[src/rtl/rn_pkg.sv]
package rn_pkg;
    // Controller states of the rename port
    typedef enum logic [0:0] {
        ST_RUN     = 1'b0,
        ST_RECOVER = 1'b1
    } rn_state_e;
endpackage

[src/rtl/rn_free_fifo.sv]
// Circular free list of physical registers. The depth (NUM_PHYS-NUM_LOG) must be a power of two.
module rn_free_fifo #(
    parameter int NUM_LOG  = 8,
    parameter int NUM_PHYS = 16
) (
    input  logic                           clk,
    input  logic                           rst_n,
    input  logic                           pop,
    input  logic                           push,
    input  logic [$clog2(NUM_PHYS)-1:0]    push_reg,
    input  logic                           restore,
    input  logic [$clog2(NUM_PHYS-NUM_LOG):0] restore_head,
    output logic [$clog2(NUM_PHYS-NUM_LOG):0] head_nxt,
    output logic [$clog2(NUM_PHYS)-1:0]    top_reg,
    output logic                           empty
);
    localparam int DEPTH = NUM_PHYS - NUM_LOG;
    localparam int AW    = $clog2(DEPTH);
    localparam int HW    = AW + 1;
    localparam int PW    = $clog2(NUM_PHYS);

    logic [PW-1:0] slots [DEPTH];
    logic [HW-1:0] head_q, tail_q;
    logic [HW-1:0] count;

    assign count    = tail_q - head_q;
    assign empty    = (count == '0);
    assign top_reg  = slots[head_q[AW-1:0]];
    assign head_nxt = restore ? restore_head : head_q + HW'(pop);

    always_ff @(posedge clk or negedge rst_n) begin
        if (!rst_n) begin
            for (int i = 0; i < DEPTH; i++) slots[i] <= PW'(NUM_LOG + i);
            head_q <= '0;
            tail_q <= HW'(DEPTH);
        end else begin
            head_q <= head_nxt;
            if (push) begin
                slots[tail_q[AW-1:0]] <= push_reg;
                tail_q <= tail_q + 1'b1;
            end
        end
    end

    // never allocate from an empty list
    p_no_pop_empty_r4: assert property (@(posedge clk) disable iff (!rst_n)
        pop |-> !empty);
    // a returned register always finds room
    p_no_overflow_r5: assert property (@(posedge clk) disable iff (!rst_n)
        (push && !pop && !restore) |-> (count < HW'(DEPTH)));
endmodule

[src/rtl/rn_map_table.sv]
// Logical-to-physical mapping table with a bank of checkpoint slots.
module rn_map_table #(
    parameter int NUM_LOG  = 8,
    parameter int NUM_PHYS = 16,
    parameter int NUM_CKPT = 2,
    parameter int HW       = 4
) (
    input  logic                          clk,
    input  logic                          rst_n,
    input  logic [$clog2(NUM_LOG)-1:0]    rd_a_idx,
    input  logic [$clog2(NUM_LOG)-1:0]    rd_b_idx,
    input  logic [$clog2(NUM_LOG)-1:0]    rd_old_idx,
    output logic [$clog2(NUM_PHYS)-1:0]   rd_a,
    output logic [$clog2(NUM_PHYS)-1:0]   rd_b,
    output logic [$clog2(NUM_PHYS)-1:0]   rd_old,
    input  logic                          wr_en,
    input  logic [$clog2(NUM_LOG)-1:0]    wr_idx,
    input  logic [$clog2(NUM_PHYS)-1:0]   wr_val,
    input  logic                          save,
    input  logic [$clog2(NUM_CKPT)-1:0]   save_slot,
    input  logic [HW-1:0]                 save_head,
    input  logic                          restore,
    input  logic [$clog2(NUM_CKPT)-1:0]   restore_slot,
    output logic [HW-1:0]                 restore_head
);
    localparam int PW = $clog2(NUM_PHYS);
    localparam int FW = NUM_LOG * PW;

    logic [PW-1:0] map_q   [NUM_LOG];
    logic [PW-1:0] map_nxt [NUM_LOG];
    logic [FW-1:0] flat_nxt;
    logic [FW-1:0] ck_flat [NUM_CKPT];
    logic [HW-1:0] ck_head [NUM_CKPT];

    assign rd_a   = map_q[rd_a_idx];
    assign rd_b   = map_q[rd_b_idx];
    assign rd_old = map_q[rd_old_idx];
    assign restore_head = ck_head[restore_slot];

    always_comb begin
        for (int i = 0; i < NUM_LOG; i++) begin
            if (restore) map_nxt[i] = ck_flat[restore_slot][i*PW +: PW];
            else         map_nxt[i] = map_q[i];
        end
        if (!restore && wr_en) map_nxt[wr_idx] = wr_val;
        for (int i = 0; i < NUM_LOG; i++) flat_nxt[i*PW +: PW] = map_nxt[i];
    end

    always_ff @(posedge clk or negedge rst_n) begin
        if (!rst_n) begin
            for (int i = 0; i < NUM_LOG; i++) map_q[i] <= PW'(i);
        end else begin
            for (int i = 0; i < NUM_LOG; i++) map_q[i] <= map_nxt[i];
        end
    end

    // One snapshot bank per checkpoint slot
    for (genvar g = 0; g < NUM_CKPT; g++) begin : g_ckpt
        logic [FW-1:0] snap_map;
        logic [HW-1:0] snap_head;
        always_ff @(posedge clk or negedge rst_n) begin
            if (!rst_n) begin
                snap_map  <= '0;
                snap_head <= '0;
            end else if (save && (save_slot == g)) begin
                snap_map  <= flat_nxt;
                snap_head <= save_head;
            end
        end
        assign ck_flat[g] = snap_map;
        assign ck_head[g] = snap_head;
    end

    // a rename write lands in the table on the next cycle
    p_map_update_r3: assert property (@(posedge clk) disable iff (!rst_n)
        (wr_en && !restore) |=> (map_q[$past(wr_idx)] == $past(wr_val)));
endmodule

[src/rtl/rn_ctrl.sv]
// Controller for the rename port: run / recover bubble after a rollback.
module rn_ctrl
    import rn_pkg::*;
(
    input  logic clk,
    input  logic rst_n,
    input  logic dec_valid,
    input  logic dec_has_dst,
    input  logic list_empty,
    input  logic ck_save,
    input  logic ck_restore,
    output logic grant,
    output logic alloc,
    output logic save_en,
    output logic restore_en
);
    rn_state_e state_q, state_d;

    // State register
    always_ff @(posedge clk or negedge rst_n) begin
        if (!rst_n) state_q <= ST_RUN;
        else        state_q <= state_d;
    end

    // Next state
    always_comb begin
        state_d = state_q;
        unique case (state_q)
            ST_RUN:     if (ck_restore) state_d = ST_RECOVER;   // T_ROLLBACK
            ST_RECOVER: state_d = ck_restore ? ST_RECOVER       // T_REROLL
                                             : ST_RUN;          // T_RESUME
            default:    state_d = ST_RUN;
        endcase
    end

    // Outputs
    always_comb begin
        grant      = 1'b0;
        restore_en = ck_restore;
        save_en    = ck_save && !ck_restore;
        unique case (state_q)
            ST_RUN:     grant = dec_valid && !ck_restore && (!dec_has_dst || !list_empty);
            ST_RECOVER: grant = 1'b0;
            default:    grant = 1'b0;
        endcase
        alloc = grant && dec_has_dst;
    end
endmodule

[src/rtl/reg_rename.sv]
module reg_rename #(
    parameter int NUM_LOG  = 8,
    parameter int NUM_PHYS = 16,
    parameter int NUM_CKPT = 2
) (
    input  logic                          clk,
    input  logic                          rst_n,
    input  logic                          dec_valid,
    input  logic [$clog2(NUM_LOG)-1:0]    dec_src_a,
    input  logic [$clog2(NUM_LOG)-1:0]    dec_src_b,
    input  logic                          dec_has_dst,
    input  logic [$clog2(NUM_LOG)-1:0]    dec_dst,
    output logic                          dec_grant,
    output logic [$clog2(NUM_PHYS)-1:0]   ren_src_a,
    output logic [$clog2(NUM_PHYS)-1:0]   ren_src_b,
    output logic [$clog2(NUM_PHYS)-1:0]   ren_dst,
    output logic [$clog2(NUM_PHYS)-1:0]   ren_old,
    input  logic                          cmt_valid,
    input  logic [$clog2(NUM_PHYS)-1:0]   cmt_free_reg,
    input  logic                          ck_save,
    input  logic [$clog2(NUM_CKPT)-1:0]   ck_save_slot,
    input  logic                          ck_restore,
    input  logic [$clog2(NUM_CKPT)-1:0]   ck_restore_slot
);
    localparam int HW = $clog2(NUM_PHYS - NUM_LOG) + 1;

    logic          list_empty, alloc, save_en, restore_en;
    logic [HW-1:0] head_nxt, restore_head;

    rn_ctrl u_ctrl (
        .clk        (clk),
        .rst_n      (rst_n),
        .dec_valid  (dec_valid),
        .dec_has_dst(dec_has_dst),
        .list_empty (list_empty),
        .ck_save    (ck_save),
        .ck_restore (ck_restore),
        .grant      (dec_grant),
        .alloc      (alloc),
        .save_en    (save_en),
        .restore_en (restore_en)
    );

    rn_free_fifo #(.NUM_LOG(NUM_LOG), .NUM_PHYS(NUM_PHYS)) u_free (
        .clk         (clk),
        .rst_n       (rst_n),
        .pop         (alloc),
        .push        (cmt_valid),
        .push_reg    (cmt_free_reg),
        .restore     (restore_en),
        .restore_head(restore_head),
        .head_nxt    (head_nxt),
        .top_reg     (ren_dst),
        .empty       (list_empty)
    );

    rn_map_table #(.NUM_LOG(NUM_LOG), .NUM_PHYS(NUM_PHYS), .NUM_CKPT(NUM_CKPT), .HW(HW)) u_map (
        .clk         (clk),
        .rst_n       (rst_n),
        .rd_a_idx    (dec_src_a),
        .rd_b_idx    (dec_src_b),
        .rd_old_idx  (dec_dst),
        .rd_a        (ren_src_a),
        .rd_b        (ren_src_b),
        .rd_old      (ren_old),
        .wr_en       (alloc),
        .wr_idx      (dec_dst),
        .wr_val      (ren_dst),
        .save        (save_en),
        .save_slot   (ck_save_slot),
        .save_head   (head_nxt),
        .restore     (restore_en),
        .restore_slot(ck_restore_slot),
        .restore_head(restore_head)
    );

    // no rename without a request
    p_no_idle_grant_r9: assert property (@(posedge clk) disable iff (!rst_n)
        !dec_valid |-> !dec_grant);
    // the rollback cycle and the one after it are bubbles
    p_restore_bubble_r7: assert property (@(posedge clk) disable iff (!rst_n)
        ck_restore |-> !dec_grant);
    p_recover_bubble_r7: assert property (@(posedge clk) disable iff (!rst_n)
        ck_restore |=> !dec_grant);
endmodule

[config.mk]
export PLATFORM = sky130hd
export DESIGN_NAME = reg_rename
export DESIGN_NICKNAME = d
export VERILOG_FILES = /design/src/rtl/rn_pkg.sv /design/src/rtl/rn_free_fifo.sv /design/src/rtl/rn_map_table.sv /design/src/rtl/rn_ctrl.sv /design/src/rtl/reg_rename.sv
export SDC_FILE = /design/constraint.sdc
export NUM_CORES = 1
export LEC_CHECK = 0
export ABC_AREA = 0
export BUFFER_PORTS_ARGS = -buffer_cell sky130_fd_sc_hd__buf_2
export CAP_MARGIN = 40
export CORE_UTILIZATION = 46
export CTS_CLUSTER_DIAMETER = 40
export DETAILED_ROUTE_END_ITERATION = 7
export PLACE_DENSITY = 0.65
export SYNTH_ARGS = -nofsm -noshare
export SYNTH_HDL_FRONTEND = slang
export SYNTH_SLANG_ARGS = --single-unit
export TNS_END_PERCENT = 20
[constraint.sdc]
create_clock -name clk -period 2.9 [get_ports clk]
set_clock_uncertainty 0.2 [all_clocks]
set_input_delay 0.725 -clock clk [delete_from_list [all_inputs] [get_ports clk]]
set_output_delay 0.725 -clock clk [all_outputs]
set_load 0.05 [all_outputs]
Word-level counts from Yosys, hierarchy flattened
Index checks and enable logic that the tools add are counted.

word-level totals
  bits in registers = 145
  output and inout port bits = 17
  logic and storage cells = 92

cells by class
  $add $sub $neg = 3
  magnitude comparators = 8
  muxes and demuxes = 36
  bitwise gates (word level) = 8
  reductions and logical operators = 14

operators with widths
  cell                                                         number
  2-to-1 mux 32 bit                                            4
  2-to-1 mux 4 bit                                             22
  bitwise mux 32 bit                                           2
  binary-select mux 4 bit (select 3 bit)                       4
  demux 4 bit (select 3 bit)                                   2
  greater-or-equal comparator 4 bit (second input constant)    5
  inverter 3 -> 4 bit                                          5
  logical AND 1 bit                                            9
  less-than comparator 4 x 1 -> 1 bit (second input constant)  2
  adder 4 x 1 -> 4 bit                                         1
  adder 4 x 1 -> 4 bit (second input constant)                 1
  logical NOT 4 bit                                            1
  subtractor 4 bit                                             1
  logical NOT 1 bit                                            3
  greater-or-equal comparator 2 bit (second input constant)    1
  inverter 1 bit                                               2
  inverter 1 -> 2 bit                                          1
  one-hot mux 1 bit (2 select lines)                           1
  logical OR 1 bit                                             1
  2-to-1 mux 1 bit                                             1

Longest topological paths before layout
Gate-level depths: netlist of run 1.

  depth in word-level cells = 9
  mapped depth = 14
  mapped depth without buffers = 11

By module
Synthesis of run 1 repeated with hierarchy kept, for this count alone.

unflattened totals
  cells, all modules = 635
  area total of the unflattened synthesis = 7527.2 µm²

modules (own cells, without submodules)
  module        instances  cells each  area each (µm²)
  rn_map_table  1          499         5451.5
  rn_free_fifo  1          130         2010.7
  rn_ctrl       1          6           65.1

Worst setup path before layout of run 1
OpenSTA, ideal clock, no wires.

  path type = reg-to-output
  start point = reg u_free.head_q[1]
  end point = out dec_grant
  data arrival time = 3.277 ns
  data required time = 1.975 ns
  slack = -1.302 ns
  cell stages (with the launch flop) = 9
  buffers on the path = 2
  cells stage by stage = dfrtp_1 clkinv_1 ha_1 nand3b_1 a21o_1 a211oi_2 buf_6 buf_4 nor4b_1

on the way
  longest elaborated chain between the ends = 6

RTL lines
  element                             RTL line            text
  start, declared                     rn_free_fifo.sv:23  logic [HW-1:0] head_q, tail_q;
  start signal, assigned              rn_free_fifo.sv:37  head_q <= head_nxt;
  subtractor 4 bit                    rn_free_fifo.sv:26  assign count = tail_q - head_q;
  logical NOT 4 bit                   rn_free_fifo.sv:27  assign empty = (count == '0);
  logical NOT 1 bit                   rn_ctrl.sv:42       ST_RUN: grant = dec_valid && !ck_restore && (!dec_has_dst || !list_empty);
  logical OR 1 bit                    rn_ctrl.sv:42
  logical AND 1 bit                   rn_ctrl.sv:42
  one-hot mux 1 bit (2 select lines)  rn_ctrl.sv:41       unique case (state_q)
  end, declared                       reg_rename.sv:13    output logic dec_grant,

Every way passes these cells.

Final worst setup path of run 1
  start point = reg u_free.tail_q[2]
  end point = out dec_grant

on the way
  longest elaborated chain between the ends = 6

RTL lines
  element                             RTL line            text
  start, declared                     rn_free_fifo.sv:23
  start signal, assigned              rn_free_fifo.sv:35  tail_q <= HW'(DEPTH);
  start signal, assigned              rn_free_fifo.sv:40  tail_q <= tail_q + 1'b1;
  subtractor 4 bit                    rn_free_fifo.sv:26
  logical NOT 4 bit                   rn_free_fifo.sv:27
  logical NOT 1 bit                   rn_ctrl.sv:42
  logical OR 1 bit                    rn_ctrl.sv:42
  logical AND 1 bit                   rn_ctrl.sv:42
  one-hot mux 1 bit (2 select lines)  rn_ctrl.sv:41

Every way passes these cells.

==> impl_results.md, run 1 <==
* I/O Buffers at 38
* Lkg Pwr at 3.513 nW
* Setup violators final at 2
* Detailed Place HPWL at 12,010 um
* Final Net Count at 766
* Violated checks: negative setup slack
* Die Area at 0.01719 mm^2
* Hold slack final at 0.09461 ns
* Vias at 5,756
* WL/cell at 18.57 um
* Die Y at 131.1 um
* Core Util, Final at 0.5541
* Slew Limit Fails at 0
* WP data required at 1.98 ns
* Slowest stage cell on the critical path: dfrtp_1
* Remaining DRCs at 0
* Post-route minimum period at 2.936 ns
* #FFs+latches synth at 145
* Worst Path Arrival at 2.01 ns
* Final Worst Setup Slack at -0.03594 ns
* Total I/O pin count at 39
* Layout area overhead at 16.06%
* Share of cells above drive strength 1 at 0.3182
* Max_cap viols at 0
* Fillers at 1,379
* CP Capture Type: output pin
* # rows at 46
* Vias in the first global route at 5,555
* Status: finished with violations
* Crit-path max FO at 3
* CP Launch Type: flip-flop
* Die width at 131.1 um
* Largest net degree at the start of global routing at 66
* Clock power frac at 0.254
* PwrDens at 923.3 mW/mm^2
* F_max at 340.6 MHz
* Clk_lat worst skew at 0.42 ns
* Pre-CTS WS at -0.02548 ns
* Post-route cell area at 0.008897 mm^2
* Critical path type: flip-flop to output pin
* Final Hold Violating Endpoints at 0
* Crit path cell chain: ha_4 > nand3b_1 > a21o_1 > a211oi_4 > nor4b_4 > buf_6
* First-pass GRT wire length at 28,750 um
* Syn Nets at 724
* Final Non-Filler Cells at 967
* Ys async rst share at 1.000
* Final wirelength at 17,960 um
* Relative slew slack at 0.5176
* Logic pwr share at 0.348
* Post-synthesis instance area at 0.007666 mm^2
* Syn avg cell area at 11.01 um^2
* Clock-pin slew on the worst setup and hold paths at 0.06 ns
* Distinct cell type count after synthesis at 48
* Cells after Synth at 696
* Post-synth EDFFs at 0
* Sw Share at 0.3512
* Setup TNS at -0.06704 ns
* Sequential-to-total area share from yosys stat at 0.4787
* GR peak layer: met2
* Clk buf depth at 2
* CP peak stage delay at 0.43 ns
* Core Region at 0.01606 mm^2
* Cell-internal power at 5.330 mW
* Initial antenna violation count at 0
* RSZ-0062 raised after global routing: true
* GR Layer Usage met2 at 0.3716
* GRT Util Overall at 0.2242
* Diode count at 0
* Routed Antenna Nets at 0
* CTS Hold Buffers Added at 0
* Overflow after GRT at 0
* DRT iter0 DRCs at 447
* Vias/cell at 5.952
* NetSw at 2.885 mW
* Met3 usage at 0.04302
* Crit path from: u_free.tail_q[2]
* CTS root buf: clkbuf_16
* 1st-pass router iterations at 7
* CTS Sinks at 145
* Final Power at 8.215 mW
* Worst slew pin tran at 0.7220 ns
* Met1 Resource Use GR at 0.2948
* Delay-heaviest family, CP: compound AO/OA/AOI/OAI gates
* Initial Util at 0.4774
* Crit Reg-Reg Startpoint: u_free.tail_q[2]
* Total CTS buffers at 17
* VDD IR-drop max at 0.4927 mV
* Yosys warns at 0
* Synth Flop Type: dfrtp_1
* Sequential share of power at 0.398
* H-tree lvl count at 4
* CTS tree: built
* CP bufs+invs at 1
* Area after DPL at 0.008228 mm^2
* GPL Wtd Cong at 0.8313
* Placed Instances at 932
* Hold Path Class: input pin to asynchronous set/reset pin
* Final period util at 1.012
==> cell usage after synthesis, drive strengths merged (6+ instances only) <==
| cell | n | area, um^2 |
|---|---|---|
| or3 | 33 | 256.5 |
| nand2 | 69 | 259.0 |
| mux2 | 45 | 506.7 |
| a31oi | 65 | 406.6 |
| a21oi | 20 | 100.1 |
| nor2 | 86 | 322.8 |
| ha | 6 | 75.07 |
| o221ai | 18 | 232.7 |
| clkbuf | 27 | 101.4 |
| o21ai | 30 | 150.1 |
| dfstp | 33 | 867.1 |
| inv | 11 | 41.29 |
| mux2i | 43 | 480.5 |
| buf | 22 | 147.6 |
| nand3 | 10 | 50.05 |
| dfrtp | 112 | 2803 |
| mux4 | 24 | 540.5 |
==> state kept, by name, indices dropped and copies added (netlist names) <==
register,cells
u_free.head_q,4
u_free.tail_q,4
u_map.g_ckpt.snap_head,8
u_map.map_q,32
u_map.g_ckpt.snap_map,64
u_free.slots,32
u_ctrl.state_q,1
==> area by class of cell <==
type,count,area [um^2],share of cell area
Tap cell,216,270.3,0.03038
Clock inverter,11,105.1,0.01181
Multi-Input combinational cell,490,3782,0.4251
Sequential cell,145,3670,0.4125
Timing Repair Buffer,72,563.0,0.06328
Clock buffer,21,460.4,0.05175
Inverter,12,46.29,0.005203
==> logic make-up after synthesis <==
kind of cell	after synthesis	synth area share
and+or+nand+nor	221	0.1378
DFF	145	0.4787
AOI/OAI and AO/OA	144	0.1281
muxes	112	0.1993
buffers and inverters	61	0.03835
xor gates and xnor gates	7	0.007998
adders and majority gates	6	0.009792
==> metal layers <==
| metal | vias up | wire length [um] |
|---|---|---|
| li1 | 2647 | - |
| met1 | 2905 | 7691 |
| met2 | 182 | 8949 |
| met3 | 22 | 1027 |
| met4 | 0 | 293 |
| met5 | - | 0 |
==> cells in the final DEF, fill, tap and decap left out, types with 19 or more instances in the layout <==
| master | count |
|---|---|
| a21oi_1 | 19 |
| a31oi_1 | 65 |
| buf_2 | 30 |
| buf_4 | 29 |
| dfrtp_1 | 112 |
| dfstp_2 | 33 |
| mux2_2 | 37 |
| mux2i_1 | 39 |
| mux4_2 | 24 |
| nand2_1 | 69 |
| nor2_1 | 86 |
| or3_1 | 23 |
==> worst paths after layout <==
check | to | slack, ns | depth (start not counted)
max reg2reg | u_map.g_ckpt[0].snap_head[3] | 0.19 | 11
min | u_map.g_ckpt[0].snap_map[18] | 0.09 | 1
min in group clk | u_map.g_ckpt[1].snap_head[1] | 0.28 | 2
max | dec_grant | -0.04 | 6
max in group asynchronous | u_free.slots[2] | 1.68 | 2
min reg2reg | u_map.g_ckpt[1].snap_head[1] | 0.28 | 2
==> timing repair <==
action	4_1_cts	5_1_grt
endpoints found under the setup margin	12	13
resized for setup	16	7
buffers inserted	3	0
pin swaps	1	1
gates cloned	0	0
==> power by group through the flow <==
| stage | logic, mW | clock network, mW | registers (mW) |
|---|---|---|---|
| floorplan | 2.06 | 0 | 3.11 |
| global placement | 2.63 | 0 | 3.23 |
| detailed placement | 2.72 | 0 | 3.28 |
| CTS | 2.84 | 2.12 | 3.26 |
| global route | 3.10 | 2.21 | 3.34 |
| finish | 2.86 | 2.08 | 3.27 |
Note: power is estimated with default switching activity, not from simulation.
==> inputs of run 2 (changes only) <==
--- a/config.mk
+++ b/config.mk
@@ -13,4 +13,5 @@
 export DETAILED_ROUTE_END_ITERATION = 7
 export PLACE_DENSITY = 0.65
+export SLEW_MARGIN = 25
 export SYNTH_ARGS = -nofsm -noshare
 export SYNTH_HDL_FRONTEND = slang
==> constraint.sdc (replaced) <==
create_clock -name clk -period 2.9 [get_ports clk]
set_clock_uncertainty 0.2 [all_clocks]
set_input_delay 0.725 -clock clk [delete_from_list [all_inputs] [get_ports clk]]
set_output_delay 0.725 -clock clk [all_outputs]
set_load 0.1 [all_outputs]
==> run 2 against run 1 <==
Compared with the run above: the flow still finishes with violations (negative setup slack); final cell count up 1.7%; critical path depth is the same; global-route usage increased by 2.5 points; clock power about the same; total power increased by 7.3%; setup slack lost 0.079 ns; design area up 3.3%; die area did not move; critical endpoint unchanged.
==> impl_results.md, run 2 (same netlist as run 1, synthesis figures left out) <==
* WP data required at 1.98 ns (about the same)
* Final wirelength at 19,740 um (+9.9%)
* Clk_lat worst skew at 0.43 ns (about the same)
* # rows at 46 (unchanged)
* Share of cells above drive strength 1 at 0.3390 (+0.02074)
* Crit path cell chain: ha_1 > nor2b_4 > xnor2_1 > a211oi_4 > nor4b_4 > buf_12
* Critical path type: flip-flop to output pin
* Max_cap viols at 0 (unchanged)
* Setup violators final at 5 (+3)
* Largest Register: u_map.g_ckpt.snap_map
* Diode count at 0 (unchanged)
* Final period util at 1.040 (+0.02739)
* Total I/O pin count at 39 (unchanged)
* Worst Path Arrival at 2.09 ns (+0.08 ns)
* Largest regs: u_map.g_ckpt.snap_map x64, u_free.slots x32, u_map.map_q x32
* Lkg Pwr at 3.642 nW (+3.7%)
* Fillers at 1,327 (-3.8%)
* Detailed Place HPWL at 13,020 um (+8.4%)
* Logic pwr share at 0.386 (+0.038)
* Cell-internal power at 5.444 mW (+2.1%)
* Clk buf depth at 2 (unchanged)
* Sw Share at 0.3822 (+0.03107)
* Crit-path max FO at 3 (unchanged)
* Layout area overhead at 19.85%
* Core Region at 0.01606 mm^2 (unchanged)
* Die width at 131.1 um (unchanged)
* Most frequent cells in the layout: dfrtp_1 (111), nor2_1 (86), nand2_1 (69)
* RSZ-0062 raised after global routing: true
* CP Capture Type: output pin
* Relative slew slack at 0.4790 (-0.03865)
* H-tree lvl count at 4 (unchanged)
* Clock power frac at 0.240 (-0.014)
* Final Non-Filler Cells at 983 (+1.7%)
* Post-route cell area at 0.009188 mm^2 (+3.3%)
* I/O Buffers at 38 (unchanged)
* Crit path from: u_free.head_q[0]
* Hold Path Class: input pin to asynchronous set/reset pin
* CTS Hold Buffers Added at 0 (unchanged)
* Final Worst Setup Slack at -0.1154 ns (-0.07944 ns)
* Total CTS buffers at 17 (unchanged)
* Reg2Reg Setup Slack at 0.09 ns (-0.10 ns)
* CP Launch Type: flip-flop
* Largest net degree at the start of global routing at 65 (-1.5%)
* Vias/cell at 5.999 (+0.78%)
* Met3 usage at 0.04383 (+0.0008117)
* Initial Util at 0.4774 (unchanged)
* Slew Limit Fails at 0 (unchanged)
* CTS tree: built
* Post-route minimum period at 3.015 ns (+0.07944 ns)
* GRT Util Overall at 0.2488 (+0.02467)
* CP peak stage delay at 0.46 ns (+0.03 ns)
* Violated checks: negative setup slack
* WL/cell at 20.08 um (+8.1%)
* Final Hold Violating Endpoints at 0 (unchanged)
* Initial antenna violation count at 0 (unchanged)
* 1st-pass router iterations at 5 (-2)
* Routed Antenna Nets at 0 (unchanged)
* Remaining DRCs at 0 (unchanged)
* CTS Sinks at 145 (unchanged)
* DRT iter0 DRCs at 478 (+6.9%)
* Final Net Count at 782 (+2.1%)
* Vias in the first global route at 5,904 (+6.3%)
* Area after DPL at 0.008473 mm^2 (+3.0%)
* VDD IR-drop max at 0.8747 mV (+78%)
* NetSw at 3.368 mW (+17%)
* GPL Wtd Cong at 0.8957 (+7.7%)
* Status: finished with violations
* Commonest non-fill, non-tap cell in the layout: dfrtp_1
* Worst slew pin tran at 0.7816 ns (+0.05954 ns)
* GR Layer Usage met2 at 0.4059 (+0.03424)
* PwrDens at 959.1 mW/mm^2 (+3.9%)
* Crit Reg-Reg Startpoint: u_free.head_q[1]
* Vias at 5,897 (+2.4%)
* GR peak layer: met2
* F_max at 331.6 MHz (-2.6%)
* Met1 Resource Use GR at 0.3268 (+0.03199)
* First-pass GRT wire length at 31,660 um (+10%)
* Max reg flops at 64 (unchanged)
* Placed Instances at 947 (+1.6%)
* Clock-pin slew on the worst setup and hold paths at 0.06 ns (about the same)
* Die Y at 131.1 um (unchanged)
* Overflow after GRT at 0 (unchanged)
* Sequential share of power at 0.374 (-0.024)
* Slowest stage cell on the critical path: dfrtp_2
* Die Area at 0.01719 mm^2 (unchanged)
* CTS root buf: clkbuf_16
## run 2: cell type report
cell class | count | area [um^2] | area share
well taps | 216 | 270.3 | 0.02942
repair buffers | 88 | 799.5 | 0.08702
clock buffers | 19 | 442.9 | 0.04821
multi-input cells | 490 | 3825 | 0.4163
clock inverters | 13 | 128.9 | 0.01403
flip-flops and latches | 145 | 3671 | 0.3996
inverters | 12 | 50.05 | 0.005447
## run 2: path summary, 6_finish.rpt
kind	endpoint	depth (start not counted)
max	dec_grant	6
min	u_map.map_q[31]	1
max reg2reg	u_map.g_ckpt[0].snap_head[2]	12
min reg2reg	u_map.g_ckpt[0].snap_head[0]	2
max in group asynchronous	u_map.map_q[14]	2
min in group clk	u_map.g_ckpt[0].snap_head[0]	2
## run 2: through the flow
stage / util / setup TNS, ns / hold WS [ns] / worst slack [ns] / power [mW]
6_report: 0.5722 / -0.1709 / 0.08424 / -0.1154 / 8.812
5_1_grt: 0.5722 / -1.042 / 0.1140 / -0.1833 / 9.254
4_1_cts: 0.5680 / -0.2990 / 0.1077 / -0.1081 / 8.754
3_5_place_dp: 0.5277 / -0.9284 / 0.2739 / -0.1269 / 6.507
3_3_place_gp: 0.5277 / -0.7264 / 0.2628 / -0.1039 / 6.322
2_1_floorplan: - / -1.044 / 0.2294 / -0.4707 / 5.614
## run 2: critical path, delay by kind of cell (launching register included)
kind,cells,cell delay [ns]
flops,1,0.46
fa+ha+maj,1,0.21
xor+xnor,1,0.25
compound gates,1,0.07
simple gates,2,0.44
buf+inv,1,0.22
## run 2: what timing repair did
item / in CTS / in global routing
endpoints found under the setup margin: 17 / 22
gates cloned: 0 / 1
pin swaps: 4 / 1
gates resized for setup: 21 / 11
buffers inserted: 2 / 1
## run 2: layer usage
metal	wire [um]	vias up
met5	0	-
met1	8498	2958
li1	-	2685
met3	1016	42
met2	9698	212
met4	527	0
## run 2: power groups by stage
stage	sequential (mW)	clock (mW)	combinational [mW]
final	3.30	2.11	3.40
after global routing	3.37	2.25	3.64
after CTS	3.28	2.14	3.34
after detailed placement	3.30	0	3.20
after global placement	3.24	0	3.09
after floorplan	3.12	0	2.50
==> inputs of run 3 (changes only) <==
Settings changed: PLACE_DENSITY 0.65 to default.
Clock period 2.9 ns to 3.87 ns, I/O delays scaled along.
==> run 3 against run 2 <==
Compared with the run above: the flow now finishes without violations; final cell count is 3.5% lower; die area is the same; combinational power decreased by 34%; global-route usage fell by 2.3 points; clock power shrank 15%; clock-buffer cell count up 2; critical path depth shrank 1; largest cell class unchanged; largest power group is now sequential cells.
==> impl_results.md, run 3 (same netlist as run 1, synthesis figures left out) <==
* Multi-input logic area at 0.003737 mm^2 (-2.3%)
* VDD IR-drop max at 0.5263 mV (-40%)
* CTS root buf: clkbuf_16
* Final Non-Filler Cells at 949 (-3.5%)
* Commonest non-fill, non-tap cell in the layout: dfrtp_1
* WL/cell at 18.89 um (-5.9%)
* F_max at 277.0 MHz
* CTS tree: built
* Max reg flops at 64 (unchanged)
* CTS Hold Buffers Added at 0 (unchanged)
* Clock-pin slew on the worst setup and hold paths at 0.06 ns (about the same)
* Remaining DRCs at 0 (unchanged)
* Worst Path Arrival at 2.44 ns (+0.35 ns)
* Initial Util at 0.4774 (unchanged)
* Vias at 5,559 (-5.7%)
* Share of cells above drive strength 1 at 0.2879 (-0.05112)
* I/O Buffers at 38 (unchanged)
* CP peak stage delay at 0.39 ns (-0.07 ns)
* Detailed Place HPWL at 11,850 um (-8.9%)
* Final period util at 0.9327
* Worst slew pin tran at 0.7425 ns (-0.03902 ns)
* Vias/cell at 5.858 (-2.4%)
* Slowest stage cell on the critical path: mux2_2
* Final Power at 6.519 mW (-26%)
* Diode count at 0 (unchanged)
* Die Area at 0.01719 mm^2 (unchanged)
* Largest Register: u_map.g_ckpt.snap_map
* Largest regs: u_map.g_ckpt.snap_map x64, u_free.slots x32, u_map.map_q x32
* Vias in the first global route at 5,484 (-7.1%)
* Critical path type: input pin to output pin
* Post-CTS setup buffer count at 0 (-2)
* Total CTS buffers at 17 (unchanged)
* Setup violators final at 0 (-5)
* CP Capture Type: output pin
* CP Launch Type: input pin
* Status: finished, final reports clean
* Relative slew slack at 0.5050 (+0.02601)
* Fillers at 1,383 (+4.2%)
* Crit path top cell by count: buf_2
* Placed Instances at 916 (-3.3%)
* Most frequent cells in the layout: dfrtp_1 (112), nor2_1 (86), nand2_1 (69)
* WP data required at 2.70 ns (+0.72 ns)
* Final wirelength at 17,930 um (-9.2%)
* Crit path cell chain: buf_2 > mux2_2 > a221oi_1 > o22ai_1 > buf_2
* Hold slack final at 0.2837 ns (+0.1994 ns)
* CTS Sinks at 145 (unchanged)
* Final Net Count at 748 (-4.3%)
* Lkg Pwr at 3.465 nW (-4.9%)
* Crit-path max FO at 19 (+16)
* Layout area overhead at 14.31%
* Total I/O pin count at 39 (unchanged)
* GPL Wtd Cong at 0.8815 (-1.6%)
* Overflow after GRT at 0 (unchanged)
* Post-CTS Resized at 0 (-100%)
* PwrDens at 743.8 mW/mm^2 (-22%)
* Hold Path Class: flip-flop to flip-flop
* Core Region at 0.01606 mm^2 (unchanged)
* First-pass GRT wire length at 28,900 um (-8.7%)
* Clk_lat worst skew at 0.42 ns (about the same)
* Reg2Reg Setup Slack at 0.77 ns (+0.68 ns)
* Final Worst Setup Slack at 0.2603 ns (+0.3757 ns)
* Die width at 131.1 um (unchanged)
* Initial antenna violation count at 0 (unchanged)
* Pre-CTS WS at 0.3019 ns (+0.4288 ns)
* Die Y at 131.1 um (unchanged)
* # rows at 46 (unchanged)
* RSZ-0062 raised after global routing: false
* GRT Util Overall at 0.2256 (-0.02323)
* 1st-pass router iterations at 4 (-1)
* Post-route cell area at 0.008763 mm^2 (-4.6%)
* H-tree lvl count at 4 (unchanged)
* Max_cap viols at 0 (unchanged)
* DRT iter0 DRCs at 459 (-4.0%)
* Clk buf depth at 2 (unchanged)
* Routed Antenna Nets at 0 (unchanged)
* Post-route minimum period at 3.610 ns
* Final Hold Violating Endpoints at 0 (unchanged)
* Area after DPL at 0.008089 mm^2 (-4.5%)
* Register Area at 0.003670 mm^2 (about the same)
* Largest net degree at the start of global routing at 78 (+20%)
* Slew Limit Fails at 0 (unchanged)
-- run 3: cell types whose count changed in the layout (fill, tap and decap cells not counted), sizes merged --
cell	before	now
buf	86	54
bufinv	1	5
clkinv	4	6
clkinvlp	4	1
inv	16	11
-- run 3: layout make-up --
class | instances | share of cell area
multi-input combinational | 490 | 0.4265
clock inverter | 11 | 0.02127
sequential | 145 | 0.4188
tap | 216 | 0.03084
timing repair buffer | 54 | 0.04497
inverter | 12 | 0.005140
clock buffer | 21 | 0.05254
-- run 3: final timing paths --
check                                              from                            to  cells after the start
setup reg to reg                       u_free.head_q[1]  u_map.g_ckpt[1].snap_map[31]                      9
max in group asynchronous                         rst_n                u_map.map_q[6]                      2
min in group asynchronous                         rst_n  u_map.g_ckpt[1].snap_map[17]                      1
setup / recovery                             dec_dst[2]                    ren_old[0]                      5
hold reg to reg            u_map.g_ckpt[1].snap_head[1]  u_map.g_ckpt[1].snap_head[1]                      2
hold / removal             u_map.g_ckpt[1].snap_head[1]  u_map.g_ckpt[1].snap_head[1]                      2
-- run 3: power by group --
group          internal [mW]  leakage [nW]  switching (mW)
logic                  0.871          1.60            1.38
clock network           1.17         0.317           0.624
registers               2.10          1.55           0.374
total                   4.14          3.46            2.37
-- run 3: critical path: cells and delay by family --
kind | cells | cell delay (ns)
buffers and inverters | 2 | 0.65
AOI/OAI and AO/OA | 2 | 0.44
muxes | 1 | 0.39
-- run 3: through the flow --
stage | TNS, ns | util
after global routing | 0 | 0.5457
after global placement | 0 | 0.5037
after floorplan | -0.7776 | -
after CTS | 0 | 0.5440
after detailed placement | 0 | 0.5037
final | 0 | 0.5457
-- run 3: metal layers --
layer  wire, um  track usage  vias up
met5          0            0        -
met4        229      0.06897        0
met3        753      0.04627       17
met2       8732       0.3660      136
met1       8214       0.3051     2787
li1           -            -     2619
